`src/rtl/win_fetch_agen.sv`:
```
module win_fetch_agen #(
  parameter int ADDR_W      = 32,
  parameter int DIM_W       = 12,
  parameter int BUS_BYTES   = 4,
  parameter int LONG_BURST  = 16,
  parameter int SHORT_BURST = 8,
  parameter int NARROW_PIX  = 128,
  parameter int LEN_W       = $clog2(LONG_BURST + 1)
) (
  input  logic              clk,
  input  logic              rst_n,
  input  logic              win_en,
  input  logic              frame_start,
  input  logic [ADDR_W-1:0] buf_base,
  input  logic [DIM_W-1:0]  whole_w,
  input  logic [DIM_W-1:0]  vis_w,
  input  logic [DIM_W-1:0]  vis_h,
  input  logic [DIM_W-1:0]  off_x,
  input  logic [DIM_W-1:0]  off_y,
  input  logic [3:0]        pix_fmt,
  input  logic              req_ready,
  output logic              req_valid,
  output logic [ADDR_W-1:0] req_addr,
  output logic [LEN_W-1:0]  req_len,
  output logic [LEN_W-1:0]  burst_len,
  output logic              blend_pix,
  output logic              busy
);
  localparam int BSH  = $clog2(BUS_BYTES);
  localparam int LB_W = DIM_W + 3;

  logic [2:0]        bpp_in;
  logic [ADDR_W-1:0] stride_in, start_in;
  logic [LB_W-1:0]   bytes_in, words_in;

  assign bpp_in    = (pix_fmt == 4'd0) ? 3'd2 : 3'd4;
  assign stride_in = ADDR_W'(whole_w) * ADDR_W'(bpp_in);
  assign start_in  = buf_base + ADDR_W'(off_y) * stride_in + ADDR_W'(off_x) * ADDR_W'(bpp_in);
  assign bytes_in  = LB_W'(vis_w) * LB_W'(bpp_in);
  assign words_in  = (bytes_in + LB_W'(BUS_BYTES - 1)) >> BSH;

  logic              run;
  logic [ADDR_W-1:0] stride_q, line_q, cur_q;
  logic [LB_W-1:0]   words_q, line_words_q;
  logic [DIM_W-1:0]  lines_q;
  logic [LEN_W-1:0]  len;
  logic              fire;

  assign len       = (words_q > LB_W'(burst_len)) ? burst_len : words_q[LEN_W-1:0];
  assign fire      = run && req_ready;
  assign req_valid = run;
  assign req_addr  = cur_q;
  assign req_len   = len;
  assign busy      = run;

  always_ff @(posedge clk) begin
    if (!rst_n) begin
      run          <= 1'b0;
      stride_q     <= '0;
      line_q       <= '0;
      cur_q        <= '0;
      words_q      <= '0;
      line_words_q <= '0;
      lines_q      <= '0;
      burst_len    <= LEN_W'(LONG_BURST);
      blend_pix    <= 1'b0;
    end else if (!win_en) begin
      run <= 1'b0;
    end else if (frame_start) begin
      run          <= (vis_h != '0) && (words_in != '0);
      stride_q     <= stride_in;
      line_q       <= start_in;
      cur_q        <= start_in;
      words_q      <= words_in;
      line_words_q <= words_in;
      lines_q      <= vis_h;
      burst_len    <= (whole_w < DIM_W'(NARROW_PIX)) ? LEN_W'(SHORT_BURST) : LEN_W'(LONG_BURST);
      blend_pix    <= (pix_fmt > 4'd4);
    end else if (fire) begin
      if (words_q > LB_W'(len)) begin
        cur_q   <= cur_q + (ADDR_W'(len) << BSH);
        words_q <= words_q - LB_W'(len);
      end else if (lines_q == DIM_W'(1)) begin
        run <= 1'b0;
      end else begin
        line_q  <= line_q + stride_q;
        cur_q   <= line_q + stride_q;
        words_q <= line_words_q;
        lines_q <= lines_q - DIM_W'(1);
      end
    end
  end


  len_range_chk: assert property (@(posedge clk) disable iff (!rst_n)
    req_valid |-> (req_len != '0) && (req_len <= burst_len));


  hold_chk: assert property (@(posedge clk) disable iff (!rst_n)
    (req_valid && !req_ready && win_en && !frame_start) |=>
      (req_valid && $stable(req_addr) && $stable(req_len)));


  disable_stop_chk: assert property (@(posedge clk) disable iff (!rst_n)
    !win_en |=> !req_valid);


  start_only_chk: assert property (@(posedge clk) disable iff (!rst_n)
    $rose(req_valid) |-> $past(frame_start && win_en));

endmodule

```
`config.mk`:
```
export PLATFORM = sky130hd
export DESIGN_NAME = win_fetch_agen
export DESIGN_NICKNAME = d
export VERILOG_FILES = /design/src/rtl/win_fetch_agen.sv
export SDC_FILE = /design/constraint.sdc
export NUM_CORES = 1
export LEC_CHECK = 0
export BUFFER_PORTS_ARGS = -buffer_cell sky130_fd_sc_hd__clkbuf_2
export CAP_MARGIN = 10
export CORE_ASPECT_RATIO = 0.5
export CORE_MARGIN = 2
export CORE_UTILIZATION = 55
export DETAILED_ROUTE_END_ITERATION = 16
export HOLD_SLACK_MARGIN = 0.12
export PLACE_DENSITY = 0.87
export SYNTH_ARGS = -nofsm -noshare
export SYNTH_HDL_FRONTEND = slang
export SYNTH_SLANG_ARGS = --single-unit
```
`constraint.sdc`:
```
create_clock -name clk -period 13.75 [get_ports clk]
set_clock_uncertainty 0.15 [all_clocks]
set_input_delay 0.6875 -clock clk [delete_from_list [all_inputs] [get_ports clk]]
set_output_delay 0.6875 -clock clk [all_outputs]
set_load 0.005 [all_outputs]
```
==> results of run 1 <==
==> worst max-delay path: cells and delay by family <==
family	cells	cell delay [ns]
buffers and inverters	7	1.09
AND/OR/NAND/NOR	3	0.77
AO/OA/AOI/OAI	6	1.64
XOR/XNOR	2	0.65
adder cells (fa/ha/maj)	8	3.83
multiplexers	1	0.38
==> logic make-up after synthesis <==
group | synth area share, %
mux | 2.76
simple gates | 19.6
fa+ha+maj | 32.5
flops | 14.9
other cells | 0.0458
compound gates | 18.0
xor+xnor | 4.43
buf+inv | 7.78
==> cell usage after synthesis, types with 25 or more instances <==
cell type / count / share of area, %
nor2_1: 148 / 3.4
clkbuf_1: 79 / 1.8
a21o_1: 25 / 1.1
and2_1: 104 / 4.0
xnor2_1: 55 / 2.9
a21oi_1: 141 / 4.3
dfxtp_1: 122 / 15
nand3_1: 38 / 1.2
nor3_1: 45 / 1.4
ha_1: 153 / 12
inv_1: 223 / 5.1
o21ai_0: 110 / 3.4
mux2_2: 26 / 1.8
a211oi_1: 34 / 1.6
a31oi_1: 25 / 0.95
fa_1: 171 / 21
nand2_1: 212 / 4.9
xor2_1: 28 / 1.5
==> cell type report <==
| class | instances | area (um^2) | area share (%) |
|---|---|---|---|
| inverter | 224 | 841 | 4.65 |
| sequential | 122 | 2440 | 13.5 |
| multi-input combinational | 1617 | 12800 | 71.0 |
| timing repair buffer | 159 | 841 | 4.65 |
| tap | 391 | 489 | 2.71 |
| clock inverter | 12 | 171 | 0.949 |
| clock buffer | 20 | 457 | 2.53 |
==> sequential cells by signal, summed over array words and instances (netlist names) <==
signal and flops:
line_q 32, req_addr 32, words_q 15, stride_q 14
line_words_q 13, lines_q 12, burst_len 2, blend_pix 1
busy 1
==> how the worst max path moves through the flow <==
stage	startpoint	endpoint	slack, ns	depth (start not counted)
after floorplan	pix_fmt[2]	req_addr[19]$_SDFFE_PN0P_	5.31	26
after global placement	pix_fmt[2]	line_q[27]$_SDFFE_PN0P_	4.64	27
after detailed placement	pix_fmt[2]	req_addr[19]$_SDFFE_PN0P_	4.48	27
after CTS	pix_fmt[2]	req_addr[19]$_SDFFE_PN0P_	4.93	27
after global routing	pix_fmt[2]	req_addr[30]$_SDFFE_PN0P_	4.34	27
final	pix_fmt[2]	line_q[27]$_SDFFE_PN0P_	4.83	27
==> layer usage <==
layer  vias up  routed length (um)  share of wire, %  global-route usage [%]
met1      7334               19100                42                    38.4
li1       7105                   -                 -                       -
met4         0                1670               3.6                    11.5
met2       781               21000                46                    49.2
met5         -                   0                 0                       0
met3       140                4280               9.3                    5.92
==> stage by stage <==
step	instances	instance area [um^2]	hold slack (ns)
5_1_grt	2545	18100	0.323
4_1_cts	2544	18100	0.308
2_1_floorplan	2069	16500	0.278
6_report	2545	18100	0.308
3_3_place_gp	2512	17400	0.287
3_5_place_dp	2512	17400	0.301
==> summary.txt, run 1 <==
Cells and area
  • Most frequent cells in the layout: inv_1, nand2_1, fa_1, ha_1, nor2_1
  • Area Growth Syn to Fin: 10.1%
  • Layout cells sized above 1: 11.3%
  • Final net count: 2566
  • Filler cells: 2402
  • Most common cell after layout, fill and taps aside: inv_1
  • N_diodes: 0
  • Fin util: 61.9%

Logic synthesis
  • Distinct cells, synth: 76
  • Top_reg_cell synth: dfxtp_1
  • YS warnings: 0
  • Syn Std Cell Area: 0.0164 mm^2
  • Cells after Synth: 2034
  • EDFF count, synth: 0
  • Register area share after synthesis: 14.9%
  • Async set-or-reset flop fraction in the synthesized netlist: 0%
  • Synth Register Bits: 122
  • Per-instance average area after synthesis: 8.07 um^2

Floorplanning
  • Chip Height: 126 um
  • Rows: 44
  • Core box area: 0.0292 mm^2
  • I/O pin count: 146
  • Initial core utilization: 56.2%
  • Die Area: 0.0313 mm^2
  • Die Span X: 248 um

Min path
  • Cell count of the worst hold path: 2
  • Min-Delay Endpoint: line_words_q[1]$_SDFFE_PN0P_
  • HP Class: register to register
  • Worst Hold Launch: line_words_q[1]$_SDFFE_PN0P_

Worst setup path
  • Critical path data arrival time: 9.07 ns
  • WS Path Type: input port to register
  • Critical Path RT: 13.89 ns
  • Startpoint Class: input port
  • Critical Path Slowest Stage Cell: fa_1
  • R2r setup slk: 7.85 ns
  • R2r worst-path depth: 15
  • Critical R2R Capture: line_q[24]$_SDFFE_PN0P_
  • Critical path endpoint category: register
  • R2R Path Start: words_q[8]$_SDFFE_PN0P_
  • Worst Path Max Fanout: 27
  • Most common cell on crit path: fa_1
  • CP max stage delay: 0.56 ns

Timing
  • Slew headroom: 21.6%
  • Tcrit/Tclk final: 64.9%
  • FMAX: 0.112 GHz
  • Final setup violation count: 0
  • Setup_tns: 0 ns
  • Max Slew Vio Count: 0
  • RSZ-0062 raised after global routing: no
  • Final worst slack: 4.83 ns
  • Slew @ Worst Pin: 1.17 ns
  • Hold Fails Final Rpt: 0
  • Min cycle time layout: 8.92 ns

Drt
  • Wirelength per Cell: 18.1 um
  • DRC violations left: 0
  • Via count: 15400
  • Antenna-violating nets left: 0
  • 1st-iter DRT viols: 1463
  • Routed vias/inst: 6.04
  • Pre-Repair DR Iteration Count: 6
  • Post-Route WL: 46.1 mm

Clock network
  • CTS tree: built
  • CTS HTree Levels: 4
  • CTS root buf: clkbuf_16
  • Bufs on Longest Clock Path: 2
  • Clock Latency Late Sink: 0.43 ns
  • TritonCTS Buffers: 17
  • Clock transition at path regs: 0.06 ns
  • Hold_buf cts: 0
  • Clock sinks: 122
  • Resized Gates After CTS: 0
  • Setup Buffers After CTS: 0

Global route
  • Grt ovf: 0
  • Largest net degree at the start of global routing: 78
  • First-pass GRT wire length: 74.6 mm
  • All-Layer GR Usage: 29.7%
  • Antenna violations before repair: 0
  • Vias in the first global route: 15200

Placed design
  • Place WS: 4.48 ns
  • Gp weighted congestion: 0.973
  • Port Buffers: 142
  • HPWL after DPL: 35.4 mm

Status
  • Status: finished, final reports clean

Run
  • Max Cap Viol: 0
Power of run 1 is not shown: default switching activity piles up to over one toggle a cycle in this logic, so the estimate is an artifact.
==> run 2: changes to the inputs <==
--- a/config.mk
+++ b/config.mk
@@ -12,7 +12,7 @@
 export CORE_UTILIZATION = 55
 export DETAILED_ROUTE_END_ITERATION = 16
 export HOLD_SLACK_MARGIN = 0.12
-export PLACE_DENSITY = 0.87
+export PLACE_DENSITY = 0.89
 export SYNTH_ARGS = -nofsm -noshare
 export SYNTH_HDL_FRONTEND = slang
 export SYNTH_SLANG_ARGS = --single-unit
==> constraint.sdc (replaced) <==
create_clock -name clk -period 8.18 [get_ports clk]
set_clock_uncertainty 0.15 [all_clocks]
set_input_delay 0.409 -clock clk [delete_from_list [all_inputs] [get_ports clk]]
set_output_delay 0.409 -clock clk [all_outputs]
set_load 0.005 [all_outputs]
==> summary.txt, run 2 (synthesized netlist as in run 1, its figures left out) <==
Clock network
  • Clock transition at path regs: 0.05 ns (was 0.06 ns)
  • CTS root buf: clkbuf_16 (unchanged)
  • TritonCTS Buffers: 17 (unchanged)
  • Setup Buffers After CTS: 0 (unchanged)
  • CTS HTree Levels: 4 (unchanged)
  • CTS tree: built (unchanged)
  • Bufs on Longest Clock Path: 2 (unchanged)
  • Clock sinks: 122 (unchanged)
  • Clock Latency Late Sink: 0.43 ns (about the same)

Worst setup path
  • Top delay family on crit path: adder cells (unchanged)
  • Critical Path RT: 8.35 ns (was 13.89 ns)
  • Crit. Startpoint: pix_fmt[2] (unchanged)
  • R2r worst-path depth: 15 (unchanged)
  • Crit path buffers/inverters: 8 (was 7)
  • R2R Path Start: words_q[8]$_SDFFE_PN0P_ (unchanged)
  • Critical Path Slowest Stage Cell: fa_1 (unchanged)
  • CP max stage delay: 0.58 ns (was 0.56 ns)
  • Critical path data arrival time: 8.03 ns (was 9.07 ns)
  • Startpoint Class: input port (unchanged)
  • Critical R2R Capture: req_addr[24]$_SDFFE_PN0P_ (was line_q[24]$_SDFFE_PN0P_)
  • Worst Path Max Fanout: 21 (was 27)
  • R2r setup slk: 2.54 ns (was 7.85 ns)
  • Cell depth of the worst setup path: 28 (was 27)
  • Most common cell on crit path: fa_1 (unchanged)
  • Crit path to: req_addr[19]$_SDFFE_PN0P_ (was line_q[27]$_SDFFE_PN0P_)
  • Critical path endpoint category: register (unchanged)
  • WS Path Type: input port to register (unchanged)

Status
  • Status: finished, final reports clean (unchanged)

Timing
  • Tcrit/Tclk final: 96.1%
  • Slew @ Worst Pin: 1.11 ns (was 1.17 ns)
  • RSZ-0062 raised after global routing: no (unchanged)
  • Final setup violation count: 0 (unchanged)
  • Slew headroom: 25.0% (was 21.6%)
  • Hold Fails Final Rpt: 0 (unchanged)
  • FMAX: 0.127 GHz
  • Max Slew Vio Count: 0 (unchanged)
  • Min cycle time layout: 7.86 ns
  • Setup_tns: 0 ns (unchanged)

Placed design
  • Gp weighted congestion: 0.966 (was 0.973)
  • HPWL after DPL: 35.8 mm (was 35.4 mm)
  • Port Buffers: 142 (unchanged)

Cells and area
  • Area Growth Syn to Fin: 10.6% (was 10.1%)
  • Footprint of the multi-input gates: 0.0128 mm^2 (unchanged)
  • Most frequent cells in the layout: inv_1, nand2_1, fa_1, ha_1, nor2_1 (unchanged)
  • FF+latch area: 0.00244 mm^2 (unchanged)
  • Layout cells sized above 1: 11.9% (was 11.3%)
  • Most common cell after layout, fill and taps aside: inv_1 (unchanged)
  • Final net count: 2585 (was 2566)
  • N_diodes: 0 (unchanged)
  • Filler cells: 2383 (was 2402)

Floorplanning
  • Rows: 44 (unchanged)
  • Die Span X: 248 um (unchanged)
  • Core box area: 0.0292 mm^2 (unchanged)
  • Initial core utilization: 56.2% (unchanged)
  • I/O pin count: 146 (unchanged)
  • Die Area: 0.0313 mm^2 (unchanged)
  • Chip Height: 126 um (unchanged)

Min path
  • HP Class: input port to register (was register to register)
  • Cell count of the worst hold path: 3 (was 2)

Drt
  • 1st-iter DRT viols: 1374 (was 1463)
  • Via count: 15300 (was 15400)
  • Antenna-violating nets left: 0 (unchanged)
  • DRC violations left: 0 (unchanged)
  • Wirelength per Cell: 18.2 um (was 18.1 um)
  • Post-Route WL: 46.6 mm (was 46.1 mm)
  • Routed vias/inst: 5.96 (was 6.04)
  • Pre-Repair DR Iteration Count: 5 (was 6)

Run
  • Max Cap Viol: 0 (unchanged)

Global route
  • Grt ovf: 0 (unchanged)
  • Largest net degree at the start of global routing: 81 (was 78)
  • All-Layer GR Usage: 30.4% (was 29.7%)
  • Antenna violations before repair: 0 (unchanged)
  • Vias in the first global route: 15300 (was 15200)
  • First-pass GRT wire length: 76.4 mm (was 74.6 mm)
==> run 2: worst register-to-register path: stages (launching register included) <==
cell and delay (ns):
dfxtp_1 0.36, or4_1 0.69, nor3_4 0.32, o21a_1 0.34, mux2i_1 0.29, ha_1 0.32
o21ai_0 0.22, nor2b_1 0.43, a31oi_1 0.17, nand2b_1 0.44, buf_4 0.36, o221ai_2 0.64
buf_4 0.38, a21oi_1 0.08, o22ai_1 0.20, o221a_2 0.21
==> run 2: timing repair <==
action	in CTS	in global routing
hold endpoints to repair	3	0
resized for setup	0	0
hold buffers	3	0
==> run 2: through the flow <==
step           worst slack (ns)  area (um^2)  hold slack, ns  instances  util, %
2_1_floorplan            0.0173        16500           0.278       2069        -
3_3_place_gp              0.166        17600           0.288       2529     60.2
3_5_place_dp            -0.0425        17600           0.297       2529     60.2
4_1_cts                   0.377        18100           0.136       2564     62.2
5_1_grt                  0.0155        18100           0.157       2564     62.2
6_report                  0.319        18100           0.141       2564     62.2
==> run 2: routing by layer <==
metal / track usage [%] / up-vias / share of wire (%)
met5: 0 / - / 0
met4: 14.4 / 0 / 4.4
met3: 6.35 / 142 / 9.4
met2: 50.0 / 788 / 46
met1: 38.2 / 7230 / 40
li1: - / 7132 / -
==> run 2: layout make-up <==
cell class | count | area share (%)
multi-input cells | 1617 | 70.7
clock inverters | 8 | 0.234
clock buffers | 24 | 2.77
repair buffers | 178 | 5.53
well taps | 391 | 2.70
flip-flops and latches | 122 | 13.5
inverters | 224 | 4.63
==> run 2: worst min path at each step <==
stage	startpoint	endpoint	slack, ns
floorplan	words_q[14]$_SDFFE_PN0P_	words_q[14]$_SDFFE_PN0P_	0.28
global placement	words_q[14]$_SDFFE_PN0P_	words_q[14]$_SDFFE_PN0P_	0.29
detailed placement	words_q[14]$_SDFFE_PN0P_	words_q[14]$_SDFFE_PN0P_	0.30
CTS	pix_fmt[3]	blend_pix$_SDFFE_PN0P_	0.14
global route	vis_h[0]	lines_q[0]$_SDFFE_PN0P_	0.16
finish	vis_h[0]	lines_q[0]$_SDFFE_PN0P_	0.14
Power of run 2 is left out for the same reason.
==> run 3: changes to the inputs <==
--- a/config.mk
+++ b/config.mk
@@ -5,7 +5,8 @@
 export SDC_FILE = /design/constraint.sdc
 export NUM_CORES = 1
 export LEC_CHECK = 0
-export BUFFER_PORTS_ARGS = -buffer_cell sky130_fd_sc_hd__clkbuf_2
+export ABC_AREA = 1
+export BUFFER_PORTS_ARGS = -buffer_cell sky130_fd_sc_hd__buf_2
 export CAP_MARGIN = 10
 export CORE_ASPECT_RATIO = 0.5
 export CORE_MARGIN = 2
==> summary.txt, run 3 <==
Clock network
  • Clock Latency Late Sink: 0.43 ns (about the same)
  • Bufs on Longest Clock Path: 2 (unchanged)
  • CTS root buf: clkbuf_16 (unchanged)
  • Setup Buffers After CTS: 0 (unchanged)
  • CTS HTree Levels: 4 (unchanged)
  • CTS tree: built (unchanged)
  • Clock transition at path regs: 0.06 ns (was 0.05 ns)
  • TritonCTS Buffers: 17 (unchanged)
  • Clock sinks: 122 (unchanged)

Global route
  • M2 GR Usage: 52.0% (was 50.0%)
  • M1 GR Usage: 47.5% (was 38.2%)
  • Largest net degree at the start of global routing: 82 (was 81)
  • First-pass GRT wire length: 86.0 mm (was 76.4 mm)
  • Antenna violations before repair: 0 (unchanged)
  • GRT busiest layer: met2 (unchanged)
  • All-Layer GR Usage: 33.7% (was 30.4%)
  • GRT met3 Usage: 6.66% (was 6.35%)
  • Vias in the first global route: 16500 (was 15300)
  • Grt ovf: 0 (unchanged)

Cells and area
  • N_diodes: 0 (unchanged)
  • Final net count: 3036 (was 2585)
  • Most frequent cells in the layout: nand2_1, inv_1, nor2_1, o21ai_0, fa_1 (was inv_1, nand2_1, fa_1, ha_1, nor2_1)
  • Filler cells: 2664 (was 2383)
  • Area Growth Syn to Fin: 10.6% (about the same)
  • Layout cells sized above 1: 9.03% (was 11.9%)
  • Most common cell after layout, fill and taps aside: nand2_1 (was inv_1)

Worst setup path
  • Startpoint Class: input port (unchanged)
  • Most common cell on crit path: nand2_1 (was fa_1)
  • Critical Path RT: 8.39 ns (was 8.35 ns)
  • Worst Path Max Fanout: 6 (was 21)
  • Critical Path Slowest Stage Cell: fa_1 (unchanged)
  • Critical path endpoint category: register (unchanged)
  • WS Path Type: input port to register (unchanged)
  • Critical path data arrival time: 7.98 ns (was 8.03 ns)
  • CP max stage delay: 0.59 ns (was 0.58 ns)
  • R2R Path Start: burst_len[4]$_SDFFE_PN1P_ (was words_q[8]$_SDFFE_PN0P_)
  • Crit. Startpoint: pix_fmt[3] (was pix_fmt[2])

Drt
  • Post-Route WL: 53.3 mm (was 46.6 mm)
  • DRC violations left: 0 (unchanged)
  • Wirelength per Cell: 17.6 um (was 18.2 um)
  • Antenna-violating nets left: 0 (unchanged)
  • Via count: 17300 (was 15300)
  • 1st-iter DRT viols: 2306 (was 1374)
  • Pre-Repair DR Iteration Count: 7 (was 5)
  • Routed vias/inst: 5.72 (was 5.96)

Floorplanning
  • Die Span X: 252 um (was 248 um)
  • Core box area: 0.0303 mm^2 (was 0.0292 mm^2)
  • Rows: 45 (was 44)
  • I/O pin count: 146 (unchanged)
  • Die Area: 0.0323 mm^2 (was 0.0313 mm^2)
  • Chip Height: 128 um (was 126 um)
  • Initial core utilization: 55.9% (was 56.2%)

Status
  • Status: finished, final reports clean (unchanged)

Timing
  • Tcrit/Tclk final: 95.0% (was 96.1%)
  • Hold_ws: 0.130 ns (was 0.141 ns)
  • RSZ-0062 raised after global routing: no (unchanged)
  • Min cycle time layout: 7.77 ns (was 7.86 ns)
  • Slew @ Worst Pin: 1.13 ns (was 1.11 ns)
  • Slew headroom: 24.1% (was 25.0%)
  • Setup_tns: 0 ns (unchanged)
  • Hold Fails Final Rpt: 0 (unchanged)
  • Max Slew Vio Count: 0 (unchanged)
  • FMAX: 0.129 GHz (was 0.127 GHz)
  • Final setup violation count: 0 (unchanged)

Placed design
  • Gp weighted congestion: 0.991 (was 0.966)
  • Port Buffers: 142 (unchanged)
  • HPWL after DPL: 42.1 mm (was 35.8 mm)

Logic synthesis
  • Synth Area in Simple Gates: 25.0% (was 19.6%)
  • Syn Std Cell Area: 0.0170 mm^2 (was 0.0164 mm^2)
  • Most area-hungry cell type in the Yosys netlist: fa_1 (unchanged)
  • Top_reg_cell synth: dfxtp_1 (unchanged)
  • Top-area cell type share of the netlist area: 20.2% (was 20.9%)
  • Compound-Gate Fraction of Synth Area: 14.6% (was 18.0%)
  • Per-instance average area after synthesis: 6.88 um^2 (was 8.07 um^2)
  • EDFF count, synth: 0 (unchanged)
  • Synth area leaders: fa_1, dfxtp_1, ha_1 (unchanged)
  • Combinational family with the most area after synthesis: adder cells (unchanged)
  • Synth Area in XOR/XNOR: 3.10% (was 4.43%)
  • Cells after Synth: 2465 (was 2034)
  • Adder-cell share of the synthesized area: 31.5% (was 32.5%)
  • Async set-or-reset flop fraction in the synthesized netlist: 0% (unchanged)
  • Register area share after synthesis: 14.4% (was 14.9%)
  • Distinct cells, synth: 52 (was 76)
  • Synth Register Bits: 122 (unchanged)
  • Top-count cell post-synth: nand2_1 (was inv_1)
  • Mux cell area share after synthesis: 0.413% (was 2.76%)
  • YS warnings: 0 (unchanged)
  • Top cells by count, synth: nand2_1, inv_1, nor2_1, o21ai_0, fa_1 (was inv_1, nand2_1, fa_1, ha_1, nor2_1)

Min path
  • Worst Hold Launch: pix_fmt[3] (was vis_h[0])
  • HP Class: input port to register (unchanged)

Run
  • Max Cap Viol: 0 (unchanged)
-- run 3: logic make-up (layout without fill, tap and decap cells) --
logic type | count (synthesis) | count (layout)
simple gates | 1027 | 1027
fa+ha+maj | 324 | 324
other cells | 2 | 37
xor+xnor | 60 | 60
flops | 122 | 122
compound gates | 447 | 447
buf+inv | 476 | 600
mux | 7 | 7
-- run 3: path summary, 6_finish.rpt --
check	to	slack, ns	cells after the start
max	req_addr[31]$_SDFFE_PN0P_	0.41	33
min	blend_pix$_SDFFE_PN0P_	0.13	3
max reg2reg	line_q[29]$_SDFFE_PN0P_	2.35	25
min reg2reg	line_q[0]$_SDFFE_PN0P_	0.32	2
-- run 3: layout make-up --
type	instances	area, um^2	share of cell area (%)
Timing Repair Buffer	170	927	4.94
Tap cell	399	499	2.66
Clock inverter	14	159	0.847
Inverter	398	1500	7.99
Sequential cell	122	2440	13.0
Multi-Input combinational cell	1902	12800	68.2
Clock buffer	18	439	2.34
-- run 3: worst max-delay path, delay by kind of cell --
kind | cells | cell delay, ns
AO/OA/AOI/OAI | 2 | 0.30
buffers and inverters | 7 | 0.63
AND/OR/NAND/NOR | 16 | 2.71
adder cells (fa/ha/maj) | 8 | 3.92
-- run 3: layer usage --
metal,wire [um],up-vias
met4,1830,0
met3,6150,138
met5,0,-
met2,22700,1020
li1,-,8132
met1,22600,8004
-- run 3: per-stage QoR --
| stage | setup WS [ns] | cell area (um^2) | cells | util (%) |
|---|---|---|---|---|
| after floorplan | 0.778 | 17100 | 2500 | - |
| after global placement | 0.0901 | 18100 | 2990 | 59.8 |
| after detailed placement | 0.0998 | 18100 | 2990 | 59.8 |
| after CTS | 0.461 | 18700 | 3023 | 61.8 |
| after global routing | 0.0255 | 18800 | 3023 | 61.8 |
| final | 0.407 | 18800 | 3023 | 61.8 |
-- run 3: repair_timing --
item / 4_1_cts / 5_1_grt
hold buffers: 1 / 0
setup endpoints to repair: 0 / 2
hold endpoints to repair: 1 / 0
gates resized for setup: 0 / 1
Power of run 3 is left out for the same reason.
